## config.mk

```make
export PLATFORM = sky130hd
export DESIGN_NAME = synth_cfg_regbank
export DESIGN_NICKNAME = d
export VERILOG_FILES = /design/src/rtl/sercfg_pkg.sv /design/src/rtl/ser_front.sv /design/src/rtl/reg_bank.sv /design/src/rtl/field_map.sv /design/src/rtl/synth_cfg_regbank.sv
export SDC_FILE = /design/constraint.sdc
export NUM_CORES = 1
export LEC_CHECK = 0
export BUFFER_PORTS_ARGS = -buffer_cell sky130_fd_sc_hd__buf_2
export CAP_MARGIN = 40
export CORE_MARGIN = 2
export CORE_UTILIZATION = 35
export DETAILED_ROUTE_END_ITERATION = 8
export PLACE_DENSITY = 0.59
export SYNTH_ARGS = -nofsm -noshare
export SYNTH_HDL_FRONTEND = slang
export SYNTH_SLANG_ARGS = --single-unit
```

## constraint.sdc

```tcl
create_clock -name clk -period 4.1 [get_ports clk]
set_input_delay 0.205 -clock clk [delete_from_list [all_inputs] [get_ports clk]]
set_output_delay 0.205 -clock clk [all_outputs]
set_load 0.05 [all_outputs]
```

## src/rtl/sercfg_pkg.sv

```systemverilog
package sercfg_pkg;
  localparam int WORD_W  = 24;
  localparam int ADDR_W  = 3;
  localparam int SLOTS   = 1 << ADDR_W;
  localparam int USED    = 6;

  // slot numbers
  localparam int SL_OSEL_LO = 0;
  localparam int SL_RFDIV   = 1;
  localparam int SL_IFPUMP  = 3;
  localparam int SL_IFDIV   = 4;
  localparam int SL_IFFAST  = 5;

  typedef struct packed {
    logic [3:0]  rf_swallow;
    logic [14:0] rf_count;
    logic        rf_pwrdn;
    logic [13:0] if_count;
    logic        if_cp_gain;
    logic [11:0] if_fl_timeout;
    logic [3:0]  out_sel;
  } cfg_fields_t;
endpackage

```

## src/rtl/ser_front.sv

```systemverilog
module ser_front #(
  parameter int WORD_W = 24,
  parameter int SYNC_N = 2
) (
  input  logic              clk,
  input  logic              rst,
  input  logic              ser_clk,
  input  logic              ser_dat,
  input  logic              ser_le,
  output logic              word_vld,
  output logic [WORD_W-1:0] word
);
  localparam int LINES = 3;

  logic [LINES-1:0] sync_q [SYNC_N];
  logic [LINES-1:0] s_now, s_prev;
  logic             clk_rise, le_rise;
  logic [WORD_W-1:0] sr;

  genvar g;
  generate
    for (g = 0; g < SYNC_N; g++) begin : g_sync
      always_ff @(posedge clk) begin
        if (rst) sync_q[g] <= '0;
        else if (g == 0) sync_q[g] <= {ser_le, ser_dat, ser_clk};
        else sync_q[g] <= sync_q[(g == 0) ? 0 : g-1];
      end
    end
  endgenerate

  assign s_now = sync_q[SYNC_N-1];

  always_ff @(posedge clk) begin
    if (rst) s_prev <= '0;
    else     s_prev <= s_now;
  end

  assign clk_rise = s_now[0] & ~s_prev[0];
  assign le_rise  = s_now[2] & ~s_prev[2];

  always_ff @(posedge clk) begin
    if (rst)           sr <= '0;
    else if (clk_rise) sr <= {sr[WORD_W-2:0], s_now[1]};
  end

  always_ff @(posedge clk) begin
    if (rst) begin
      word_vld <= 1'b0;
      word     <= '0;
    end else begin
      word_vld <= le_rise;
      if (le_rise) word <= sr;
    end
  end

  // a detected serial edge places the synchronized data bit at the bottom
  p_shift_in_r2: assert property (@(posedge clk) disable iff (rst)
    clk_rise |=> sr[0] == $past(s_now[1]));

  // one transfer per strobe edge
  p_le_single_r4: assert property (@(posedge clk) disable iff (rst)
    word_vld |=> !word_vld);
endmodule

```

## src/rtl/reg_bank.sv

```systemverilog
module reg_bank #(
  parameter int WORD_W = 24,
  parameter int ADDR_W = 3,
  parameter int USED   = 6
) (
  input  logic                               clk,
  input  logic                               rst,
  input  logic                               wr_vld,
  input  logic [WORD_W-1:0]                  wr_word,
  output logic [(1<<ADDR_W)-1:0][WORD_W-1:0] slots
);
  localparam int SLOTS = 1 << ADDR_W;

  logic [ADDR_W-1:0] wr_addr;
  assign wr_addr = wr_word[ADDR_W-1:0];

  genvar i;
  generate
    for (i = 0; i < SLOTS; i++) begin : g_slot
      if (i < USED) begin : g_store
        always_ff @(posedge clk) begin
          if (rst) slots[i] <= '0;
          else if (wr_vld && wr_addr == ADDR_W'(i)) slots[i] <= wr_word;
        end

        // an addressed word lands in its own slot
        p_slot_write_r3: assert property (@(posedge clk) disable iff (rst)
          (wr_vld && wr_addr == ADDR_W'(i)) |=> slots[i] == $past(wr_word));
      end else begin : g_empty
        assign slots[i] = '0;
      end
    end
  endgenerate

  // writes to unused addresses leave the bank untouched
  p_unused_addr_r9: assert property (@(posedge clk) disable iff (rst)
    (wr_vld && int'(wr_addr) >= USED) |=> slots == $past(slots));
endmodule

```

## src/rtl/field_map.sv

```systemverilog
module field_map
  import sercfg_pkg::*;
#(
  parameter int WORD_W = 24,
  parameter int ADDR_W = 3
) (
  input  logic                               clk,
  input  logic                               rst,
  input  logic [(1<<ADDR_W)-1:0][WORD_W-1:0] slots,
  output cfg_fields_t                        fields
);
  cfg_fields_t nxt;
  logic        unused_slots;

  assign unused_slots = ^slots;

  always_comb begin
    nxt               = '0;
    nxt.rf_swallow    = slots[SL_RFDIV][6:3];
    nxt.rf_count      = slots[SL_RFDIV][21:7];
    nxt.rf_pwrdn      = slots[SL_RFDIV][23];
    nxt.if_count      = slots[SL_IFDIV][20:7];
    nxt.if_cp_gain    = slots[SL_IFPUMP][19];
    nxt.if_fl_timeout = slots[SL_IFFAST][14:3];
    nxt.out_sel       = {slots[SL_IFPUMP][23:22], slots[SL_OSEL_LO][23:22]};
  end

  always_ff @(posedge clk) begin
    if (rst) fields <= '0;
    else     fields <= nxt;
  end

  // select field split across two slots, one cycle behind the bank
  p_outsel_split_r8: assert property (@(posedge clk) disable iff (rst)
    fields.out_sel == {$past(slots[SL_IFPUMP][23:22]), $past(slots[SL_OSEL_LO][23:22])});

  // cleared fields right after reset
  p_reset_clear_r1: assert property (@(posedge clk)
    $past(rst) |-> fields == '0);
endmodule

```

## src/rtl/synth_cfg_regbank.sv

```systemverilog
module synth_cfg_regbank
  import sercfg_pkg::*;
(
  input  logic        clk,
  input  logic        rst,
  input  logic        ser_clk,
  input  logic        ser_dat,
  input  logic        ser_le,
  output logic [3:0]  rf_swallow,
  output logic [14:0] rf_count,
  output logic        rf_pwrdn,
  output logic [13:0] if_count,
  output logic        if_cp_gain,
  output logic [11:0] if_fl_timeout,
  output logic [3:0]  out_sel
);
  logic                         word_vld;
  logic [WORD_W-1:0]            word;
  logic [SLOTS-1:0][WORD_W-1:0] slots;
  cfg_fields_t                  fields;

  ser_front #(.WORD_W(WORD_W), .SYNC_N(2)) front_i (
    .clk(clk), .rst(rst), .ser_clk(ser_clk), .ser_dat(ser_dat),
    .ser_le(ser_le), .word_vld(word_vld), .word(word)
  );

  reg_bank #(.WORD_W(WORD_W), .ADDR_W(ADDR_W), .USED(USED)) bank_i (
    .clk(clk), .rst(rst), .wr_vld(word_vld), .wr_word(word), .slots(slots)
  );

  field_map #(.WORD_W(WORD_W), .ADDR_W(ADDR_W)) map_i (
    .clk(clk), .rst(rst), .slots(slots), .fields(fields)
  );

  assign rf_swallow    = fields.rf_swallow;
  assign rf_count      = fields.rf_count;
  assign rf_pwrdn      = fields.rf_pwrdn;
  assign if_count      = fields.if_count;
  assign if_cp_gain    = fields.if_cp_gain;
  assign if_fl_timeout = fields.if_fl_timeout;
  assign out_sel       = fields.out_sel;
endmodule

```

==> impl_metrics.toml <==
[status]
status = "finished, final reports clean"

[clock_tree]
clock_root_cell = "sky130_fd_sc_hd__clkbuf_16"
postCtsSetupBuffers = 0
maximum_clock_path_buffer_count = 2
cts_inserted_buffers = 17
ctsHtreeMaxLevel = 4
cts_num_sinks = 159
worst_setup_hold_path_clk_slew_ps = 60
cts_tree = "done"
clock_insertion_delay_worst_skew_ps = 420

[timing]
final_hold_slack_ps = 17.23
setup_repair_after_global_routing_missed_its_margin = "no"
hold_viol = 0
least_margin_pin_slew_ps = 758.0
post-route-min-period_ps = 1659
max_clock_freq_mhz = 602.7
post-route-period-util_pct = 40.47
drv_slew = 0
setup_tns_ps = 0
finalSetupViolations = 0
slew-limit-headroom_pct = 49.30
fin_skew_ps = 7.815

[yosys]
synth_cells = 488
yosysWarnings = 0
synth_area_um2 = 5216
synth_fp_nets = 493
seq_cells_post_synth = 159
count_of_different_cell_masters_after_synthesis = 23
yosysSeqAreaShare_pct = 61.02
synth_area_per_cell_um2 = 10.69

[cells_and_area]
diodes_inserted = 0
area_delta_synth_final_pct = 18.71
drive_above_1_share_pct = 23.37
fin_cells = 736
final_nets = 545
layout.cells.most_common_list = "159 x sky130_fd_sc_hd__dfxtp_1, 102 x sky130_fd_sc_hd__nand2_1, 69 x sky130_fd_sc_hd__nor2b_1"
share_of_the_core_filled_with_cells_in_the_final_layout_pct = 42.61
mostFrequentLayoutCell = "sky130_fd_sc_hd__dfxtp_1"

[setup_path]
crit_path_start_kind = "flip-flop"
worst-r2r-cell-count = 3
rrSetupSlack_ps = 2440
cp_data_arrival_time_ps = 1960
critical_path_required_ps = 4400
worstSetupPathDepth = 3
timing.critical_path.to = "bank_i.slots[106]"
critical_path.cell_chain = "nand2_2 > nor3_4 > mux2_2"
critical-path-top-delay-family = "simple AND/OR/NAND/NOR gates"
timing.critical_path.slowest_cell_delay_ps = 590
timing_worst_setup_path_type = "reg -> reg"
critical_path_peak_fanout = 14
endpoint_kind = "flip-flop"
worst_path_max_delay_cell = "sky130_fd_sc_hd__nor3_4"
timing.critical_path.from = "front_i.word[2]"
critical_path.n_buffers_inverters = 0
regToRegEndpoint = "bank_i.slots[106]"
reg2reg_from = "front_i.word[2]"

[power_and_ir_drop]
power.density_nw_per_um2 = 493.4
peakVddDrop_mv = 0.2779
leak_pwr_nw = 2.535

[floorplan]
die_area_um2 = 15900
initial_util_pct = 35.89
io_pins = 56
placementRows = 44
die_w_um = 126.1
core_area_um2 = 14530
floorplan.die.height_um = 126.1

[drt]
first_iter_violations = 172
avgViaCountPerCell = 4.432
remaining_drc_errors = 0
ant_nets = 0
route.vias.total = 3262
detail_route.wirelength_um = 8776
wl_per_cell_um = 11.92
detailedRoute.firstPassIterationCount = 6

[placed_design]
placed_cells = 703
placer_s_final_routability_congestion_estimate = 0.6815
io_buffer_count = 55
hpwl_um = 5520

[global_routing]
first_global_vias = 3058
wire_length_of_the_first_global_routing_pass_um = 14430
initial_antenna_violation_count = 0
gr-usage-all-layers_pct = 11.53
largest_net_degree_at_the_start_of_global_routing = 92
grt_remaining_overflow = 0

[worst_hold_path]
hold_path.class = "in -> reg"

[run]
cap_violations = 0
what timing repair did:
action,CTS,global route
endpoints found under the setup margin,0,0
resized for setup,0,0
hold buffers,2,0
hold endpoints to repair,2,0
how the worst min path moves through the flow:
stage,cells after the start,endpoint,from,slack (ps)
floorplan,1,front_i.sync_q[0][0],ser_clk,330
global placement,1,front_i.sync_q[1][1],front_i.sync_q[0][1],420
detailed placement,1,front_i.sync_q[1][0],front_i.sync_q[0][0],430
CTS,2,front_i.sync_q[0][2],ser_le,7
global route,2,front_i.sync_q[0][2],ser_le,20
finish,2,front_i.sync_q[0][2],ser_le,20
final cells by class:
cell class | instances | area (um^2)
multi-input cells | 292 | 1824
inverters | 7 | 26.28
fillers | 1404 | 8342
clock inverters | 5 | 55.05
flip-flops and latches | 159 | 3183
well taps | 184 | 230.2
repair buffers | 63 | 374.1
clock buffers | 26 | 499.2
cell families (layout without fill, tap and decap cells):
| group | Yosys count | after routing | synth area share (%) |
|---|---|---|---|
| AOI/OAI and AO/OA | 54 | 54 | 5.181 |
| muxes | 45 | 45 | 10.77 |
| and+or+nand+nor | 193 | 193 | 19.02 |
| buffers and inverters | 37 | 101 | 4.006 |
| DFF | 159 | 159 | 61.02 |
registers in the layout, indices dropped and copies added, names as in the netlist:
signal,flops
bank_i.slots,51
map_i.fields,51
front_i.sr,24
front_i.word,24
front_i.sync_q,6
front_i.s_prev,2
front_i.word_vld,1
routing by layer:
layer	global-route usage [%]	vias to the layer above	share of wire [%]
met1	13.77	1515	48
met4	6.206	0	1.8
met2	18.15	61	46
li1	-	1674	-
met5	0	-	0
met3	4.163	12	4.4
per-stage QoR:
step	instance area [um^2]	setup WS [ps]	total power, mW
finish	6192	2441	3.055
CTS	6192	2433	3.096
global placement	5564	2339	1.624
detailed placement	5618	2443	1.630
global route	6192	2339	3.154
floorplan	5216	2783	1.617
where the power goes:
group / leakage (nW) / internal (mW) / switching (mW) / total, mW
logic: 0.988 / 0.0137 / 0.0330 / 0.0466
registers: 1.28 / 1.55 / 0.00162 / 1.55
clock network: 0.266 / 0.894 / 0.564 / 1.46
cell usage after synthesis:
cell type | instances | area (um^2)
sky130_fd_sc_hd__buf_6 | 2 | 22.52
sky130_fd_sc_hd__mux2i_1 | 7 | 70.07
sky130_fd_sc_hd__nand2b_1 | 15 | 93.84
sky130_fd_sc_hd__buf_2 | 14 | 70.07
sky130_fd_sc_hd__nor2b_1 | 69 | 431.7
sky130_fd_sc_hd__nor4b_1 | 1 | 8.760
sky130_fd_sc_hd__nand4b_4 | 1 | 23.77
sky130_fd_sc_hd__clkbuf_2 | 1 | 5.000
sky130_fd_sc_hd__nor2_1 | 1 | 3.750
sky130_fd_sc_hd__inv_1 | 7 | 26.28
sky130_fd_sc_hd__nand2_2 | 1 | 6.260
sky130_fd_sc_hd__buf_12 | 2 | 40.04
sky130_fd_sc_hd__o21ai_0 | 6 | 30.03
sky130_fd_sc_hd__buf_4 | 1 | 7.510
sky130_fd_sc_hd__dfxtp_1 | 159 | 3183
sky130_fd_sc_hd__nor3_4 | 1 | 16.27
sky130_fd_sc_hd__nand2_1 | 102 | 382.9
sky130_fd_sc_hd__nand4b_1 | 1 | 8.760
sky130_fd_sc_hd__mux2_2 | 21 | 236.5
sky130_fd_sc_hd__and4bb_4 | 1 | 16.27
sky130_fd_sc_hd__a21oi_1 | 48 | 240.2
sky130_fd_sc_hd__clkbuf_1 | 10 | 37.54
sky130_fd_sc_hd__mux2_4 | 17 | 255.2
Note: power is estimated with default switching activity, not from simulation.
